`src/rtl/irq_prio_pkg.sv`:
```
// Package irq_prio_pkg
// Shared constants and priority helper functions for the priority unit.
// Assumes 8-bit priorities and 10-bit interrupt IDs.
package irq_prio_pkg;
    localparam int PRIO_W = 8;
    localparam int ID_W = 10;
    localparam logic [ID_W-1:0] ID_NONE = 10'd1023;
    localparam logic [PRIO_W-1:0] PRIO_IDLE = 8'hFF;

    // Mask that keeps the implemented upper bits of a priority.
    function automatic logic [PRIO_W-1:0] impl_mask(input int bits);
        return 8'hFF << (PRIO_W - bits);
    endfunction

    // Mask that keeps the group field for a given binary point.
    function automatic logic [PRIO_W-1:0] group_mask(input logic [2:0] bp);
        return 8'hFF << bp;
    endfunction
endpackage

```
`src/rtl/irq_prio_cmp.sv`:
```
// Module irq_prio_cmp
// Combinational decision: truncates the candidate priority, applies the
// priority mask, and applies the group-priority preemption test against
// the running priority. Assumes run_prio is already truncated.
module irq_prio_cmp
    import irq_prio_pkg::*;
#(
    parameter int PRIO_BITS = 5
) (
    input  logic              cand_valid,
    input  logic [PRIO_W-1:0] cand_prio,
    input  logic [PRIO_W-1:0] prio_mask,
    input  logic [2:0]        bin_point,
    input  logic [PRIO_W-1:0] run_prio,
    input  logic              run_idle,
    input  logic              stack_full,
    output logic              signal,
    output logic [PRIO_W-1:0] cand_trunc
);
    localparam logic [PRIO_W-1:0] IMASK = impl_mask(PRIO_BITS);

    logic [PRIO_W-1:0] mask_trunc;
    logic [PRIO_W-1:0] gmask;
    logic              pass_mask;
    logic              pass_preempt;

    // Truncate the inputs, then form the mask and preemption tests.
    always_comb begin
        cand_trunc   = cand_prio & IMASK;
        mask_trunc   = prio_mask & IMASK;
        gmask        = group_mask(bin_point);
        pass_mask    = cand_trunc < mask_trunc;
        pass_preempt = run_idle || ((cand_trunc & gmask) < (run_prio & gmask));
        signal       = cand_valid && pass_mask && pass_preempt && !stack_full;
    end
endmodule

```
`src/rtl/irq_prio_stack.sv`:
```
// Module irq_prio_stack
// Last-in-first-out stack of active priorities and IDs. The top entry
// gives the running priority. Assumes the caller never pushes when the
// stack is full and never pops when it is empty.
module irq_prio_stack
    import irq_prio_pkg::*;
#(
    parameter int DEPTH = 8
) (
    input  logic              clk,
    input  logic              rst_n,
    input  logic              push,
    input  logic [PRIO_W-1:0] push_prio,
    input  logic [ID_W-1:0]   push_id,
    input  logic              pop,
    output logic [PRIO_W-1:0] top_prio,
    output logic [ID_W-1:0]   top_id,
    output logic              empty,
    output logic              full
);
    localparam int IW = (DEPTH > 1) ? $clog2(DEPTH) : 1;
    localparam int CW = $clog2(DEPTH + 1);

    logic [PRIO_W-1:0] prio_q [DEPTH];
    logic [ID_W-1:0]   id_q   [DEPTH];
    logic [CW-1:0]     cnt;
    logic [IW-1:0]     top_idx;
    logic [IW-1:0]     wr_idx;

    // Derive the occupancy flags and the read and write slots.
    always_comb begin
        empty   = (cnt == '0);
        full    = (cnt == CW'(DEPTH));
        top_idx = IW'(cnt - CW'(1));
        wr_idx  = IW'(cnt);
        top_prio = empty ? PRIO_IDLE : prio_q[top_idx];
        top_id   = empty ? ID_NONE : id_q[top_idx];
    end

    // Store pushed entries and track the occupancy count.
    always_ff @(posedge clk) begin
        if (!rst_n) begin
            cnt <= '0;
            for (int i = 0; i < DEPTH; i++) begin
                prio_q[i] <= PRIO_IDLE;
                id_q[i]   <= ID_NONE;
            end
        end else if (push) begin
            prio_q[wr_idx] <= push_prio;
            id_q[wr_idx]   <= push_id;
            cnt            <= cnt + CW'(1);
        end else if (pop) begin
            cnt <= cnt - CW'(1);
        end
    end

    a_r8_no_overflow: assert property (@(posedge clk) disable iff (!rst_n)
        push |-> !full);
    a_r11_no_underflow: assert property (@(posedge clk) disable iff (!rst_n)
        pop |-> !empty);
    a_r9_pop_lowers_count: assert property (@(posedge clk) disable iff (!rst_n)
        (pop && !push) |=> (cnt == $past(cnt) - CW'(1)));
endmodule

```
`src/rtl/irq_prio_unit.sv`:
```
// Module irq_prio_unit
// Per-processor priority and preemption unit. It signals the candidate
// when it passes the mask and preemption tests, pushes it on acknowledge,
// and pops it on a matching end-of-interrupt. Assumes the candidate
// inputs stay stable for the cycle of the acknowledge.
module irq_prio_unit
    import irq_prio_pkg::*;
#(
    parameter int PRIO_BITS   = 5,
    parameter int STACK_DEPTH = 8
) (
    input  logic        clk,
    input  logic        rst_n,
    input  logic        cand_valid,
    input  logic [7:0]  cand_prio,
    input  logic [9:0]  cand_id,
    input  logic [7:0]  prio_mask,
    input  logic [2:0]  bin_point,
    input  logic        ack,
    input  logic        eoi,
    input  logic [9:0]  eoi_id,
    output logic        irq_req,
    output logic [9:0]  ack_id,
    output logic [7:0]  running_prio,
    output logic        eoi_err
);
    logic [PRIO_W-1:0] cand_trunc;
    logic [ID_W-1:0]   top_id;
    logic              empty;
    logic              full;
    logic              do_push;
    logic              eoi_hit;

    irq_prio_cmp #(.PRIO_BITS(PRIO_BITS)) u_cmp (
        .cand_valid (cand_valid),
        .cand_prio  (cand_prio),
        .prio_mask  (prio_mask),
        .bin_point  (bin_point),
        .run_prio   (running_prio),
        .run_idle   (empty),
        .stack_full (full),
        .signal     (irq_req),
        .cand_trunc (cand_trunc)
    );

    irq_prio_stack #(.DEPTH(STACK_DEPTH)) u_stack (
        .clk       (clk),
        .rst_n     (rst_n),
        .push      (do_push),
        .push_prio (cand_trunc),
        .push_id   (cand_id),
        .pop       (eoi_hit),
        .top_prio  (running_prio),
        .top_id    (top_id),
        .empty     (empty),
        .full      (full)
    );

    // Decide between the push and the pop; end-of-interrupt takes precedence.
    always_comb begin
        eoi_hit = eoi && !empty && (eoi_id == top_id);
        do_push = ack && !eoi && irq_req;
    end

    // Register the acknowledge result and the end-of-interrupt error pulse.
    always_ff @(posedge clk) begin
        if (!rst_n) begin
            ack_id  <= ID_NONE;
            eoi_err <= 1'b0;
        end else begin
            eoi_err <= eoi && !eoi_hit;
            if (ack) begin
                ack_id <= do_push ? cand_id : ID_NONE;
            end
        end
    end

    a_r3_req_needs_valid: assert property (@(posedge clk) disable iff (!rst_n)
        irq_req |-> (cand_valid && ((cand_prio & impl_mask(PRIO_BITS)) < (prio_mask & impl_mask(PRIO_BITS)))));
    a_r6_ack_sets_running: assert property (@(posedge clk) disable iff (!rst_n)
        (ack && irq_req && !eoi) |=> (running_prio == $past(cand_prio & impl_mask(PRIO_BITS))));
    a_r7_spurious_keeps_running: assert property (@(posedge clk) disable iff (!rst_n)
        (ack && !irq_req && !eoi) |=> ($stable(running_prio) && ack_id == ID_NONE));
    a_r11_empty_eoi_flags: assert property (@(posedge clk) disable iff (!rst_n)
        (eoi && running_prio == PRIO_IDLE) |=> eoi_err);
    a_r8_full_blocks: assert property (@(posedge clk) disable iff (!rst_n)
        full |-> !irq_req);
endmodule

```
`config.mk`:
```
export PLATFORM = sky130hd
export DESIGN_NAME = irq_prio_unit
export DESIGN_NICKNAME = d
export VERILOG_FILES = /design/src/rtl/irq_prio_pkg.sv /design/src/rtl/irq_prio_cmp.sv /design/src/rtl/irq_prio_stack.sv /design/src/rtl/irq_prio_unit.sv
export SDC_FILE = /design/constraint.sdc
export NUM_CORES = 1
export LEC_CHECK = 0
export BUFFER_PORTS_ARGS = -buffer_cell sky130_fd_sc_hd__clkbuf_2
export CORE_MARGIN = 2
export CORE_UTILIZATION = 40
export DETAILED_ROUTE_END_ITERATION = 10
export PLACE_DENSITY_LB_ADDON = 0.3
export SYNTH_ARGS = -nofsm -noshare
export SYNTH_HDL_FRONTEND = slang
export SYNTH_HIERARCHICAL = 1
export SYNTH_SLANG_ARGS = --single-unit
```
`constraint.sdc`:
```
create_clock -name clk -period 7.9 [get_ports clk]
set_input_delay 0.79 -clock clk [delete_from_list [all_inputs] [get_ports clk]]
set_output_delay 0.79 -clock clk [all_outputs]
set_load 0.03 [all_outputs]
```
==> impl_metrics.tcl <==
set metrics [dict create \
    status "completed" \
    setup_slack_ns 1.637 \
    io_pins 64 \
    layout-drive-gt1-share_pct 28.14 \
    ctsResizeCount 0 \
    yosysTopAreaCell "edfxtp_1" \
    clock-root-buffer "clkbuf_16" \
    slew_headroom_pct 17.29 \
    htree_levels 4 \
    cp.arrival_ns 6.31 \
    critPathLaunchType "register" \
    powerDensity_nw_per_um2 215.3 \
    clockPowerShare_pct 45.1 \
    r2r-start "u_stack/cnt[1]" \
    drt_pass1_iterations 5 \
    path_clk_slew_ns 0.06 \
    avgSynthCellArea_sq_um 14.21 \
    hold_buffers 0 \
    grt_max_degree 59 \
    post_drt_wl_per_cell_microns 22.03 \
    hold_violations 0 \
    crit_slowest_cell "nand2_1" \
    post-route-drc-count 0 \
    ys_top_cells_by_area "edfxtp_1 57%, mux4_2 11%, or3_1 9.1%" \
    finalSetupViolations 0 \
    worstPathRequired_ns 7.94 \
    die_h_microns 142.0 \
    synthCells 536 \
    fmax_ghz 0.1597 \
    finalCritPeriodShare_pct 79.28 \
    cts_tree "done" \
    ys_async_sr_fraction_pct 0 \
    p_leak_nw 2.257 \
    post-place-ws_ns 1.537 \
    clk_latency_ns 0.42 \
    ys_seq_elements 159 \
    drtAntennaViolNets 0 \
    fin_nets 632 \
    diodes 0 \
    syn_to_final_growth_pct 13.64 \
    maxCapViolations 0 \
    crit_path_end_kind "register" \
    hold_class "reg2reg" \
    cp_num_buf_inv 5 \
    crit_type "reg2reg" \
    ir_worst_vdd_mv 0.1213 \
    hpwl_mm 10.72 \
    yosys.cell_types.count 46 \
    first_iter_violations 313 \
    period_needed_ns 6.263 \
    cp_max_fo 58 \
    synth_top_area_share_pct 56.79 \
    overflow 0 \
    synth_common_cells "144 x edfxtp_1, 111 x or3_1, 36 x mux4_2" \
    slew_violations 0 \
    min_from "ack_id[0]" \
    ys_seq_area_share_pct 60.73 \
    worst_slew_pin_slew_ns 1.240 \
    finalClockSkew_ns 0.006479 \
    critPathMaxStageDelay_ns 0.90 \
    numPortBuffers 57 \
    core_sq_um 18710 \
    rsz0062_at_grt "no" \
    hold_slack_ns 0.4837 \
    yosys_warnings 6 \
    grt_pass1_vias 4757 \
    p_int_mw 1.471 \
    synth_edf_count 144 \
    power_frac_comb_pct 5.6 \
    post_cts_buffers 0 \
    row_count 50 \
    vias 4705 \
    startpoint "u_stack/cnt[1]" \
    initial_core_util_pct 40.71 \
    power_frac_seq_pct 49.3 \
    yosys_most_used_dff "edfxtp_1" \
    critical-path-top-delay-family "simple AND/OR/NAND/NOR gates" \
    place.gp.congestion 0.7233 \
    die_w_microns 142.0 \
    dp_cells 792 \
    cpMostUsedCell "inv_1" \
    dpl_cell_area_sq_um 8050 \
    avgViaCountPerCell 5.710 \
    synth.most_common_cell "edfxtp_1" \
    fin_tns_setup_ns 0 \
    design_area_sq_um 8653 \
    switchingPower_mw 0.3916 \
    crit_path_cell_trace "inv_1 -> ha_1 -> xor2_1 -> o22a_1 -> inv_1 -> ha_1 -> and4b_4 -> a2111oi_4 -> o21ai_1 -> a311oi_1 -> nand3b_1 -> buf_4 -> inv_1 -> nand3_2 -> buf_4 -> or3_1 -> nand2_1" \
    power.total_mw 1.863 \
    syn_area_sq_um 7615 \
    final_util_pct 46.26 \
    clockBufferDepth 2 \
    track_usage_pct 18.90 \
    antenna_found_initial 0 \
    cts_buffers 17 \
    grt_pass1_wl_mm 27.81 \
    dieArea_sq_um 20160 \
    clkSinkCount 159 \
    sw_frac_of_total_pct 21.03 \
    drt-total-wl_mm 18.15 \
    instances_no_fill 824 \
]
## cells by family (layout without fill, tap and decap cells)
kind of cell / after synthesis / after routing / share of synthesized area [%]
AOI/OAI and AO/OA: 53 / 53 / 5.242
xor gates and xnor gates: 11 / 11 / 1.265
adders and majority gates: 11 / 11 / 1.807
buffers and inverters: 64 / 116 / 4.404
DFF: 159 / 159 / 60.73
muxes: 37 / 37 / 10.78
other: 1 / 3 / 0.04925
and+or+nand+nor: 200 / 200 / 15.72
## routing by layer
| layer | vias to the layer above | routed length (microns) | GRT usage (%) |
|---|---|---|---|
| li1 | 2139 | - | - |
| met1 | 2410 | 8030 | 26.38 |
| met2 | 140 | 8954 | 29.89 |
| met3 | 16 | 912 | 4.004 |
| met4 | 0 | 251 | 6.000 |
| met5 | - | 0 | 0 |
## cells in the final DEF (no fill, tap or decap), drive strengths merged, types with 12 or more instances in the layout
master,n
o22a,18
or3,111
mux4,36
nand2,23
o21ai,12
or2,36
buf,16
clkbuf,76
edfxtp,144
dfxtp,15
## power by group through the flow
stage | Combinational [mW] | Clock [mW] | Sequential (mW)
after floorplan | 0.0588 | 0 | 0.939
after global placement | 0.102 | 0 | 0.936
after CTS | 0.105 | 0.852 | 0.918
final | 0.104 | 0.841 | 0.918
after global routing | 0.113 | 0.891 | 0.918
after detailed placement | 0.104 | 0 | 0.936
## state kept, by name, indices dropped and copies added (netlist names)
| name | cells |
|---|---|
| ack_id | 10 |
| eoi_err | 1 |
| u_stack/id_q | 80 |
| u_stack/prio_q | 64 |
| u_stack/cnt | 4 |
## worst register-to-register path: cells and delay by family (launching register included)
kind / cells / cell delay [ns]
compound gates: 4 / 1.20
xor+xnor: 1 / 0.70
buf+inv: 5 / 0.92
flops: 1 / 0.44
simple gates: 5 / 2.10
fa+ha+maj: 2 / 0.52
## cell type report
type / count / area [sq um]
flip-flops and latches: 159 / 4626
inverters: 11 / 41.29
well taps: 234 / 292.8
multi-input cells: 315 / 2685
clock buffers: 19 / 432.9
fillers: 1622 / 10050
clock inverters: 13 / 170.2
repair buffers: 73 / 405.4
## worst paths after layout
| check | end | slack [ns] | cells after the start |
|---|---|---|---|
| min | ack_id[0] | 0.48 | 2 |
| min reg2reg | ack_id[0] | 0.48 | 2 |
| max reg2reg | u_stack/prio_q[2][1] | 1.64 | 17 |
| max | u_stack/prio_q[2][1] | 1.64 | 17 |
(Power assumes the default switching activity.)
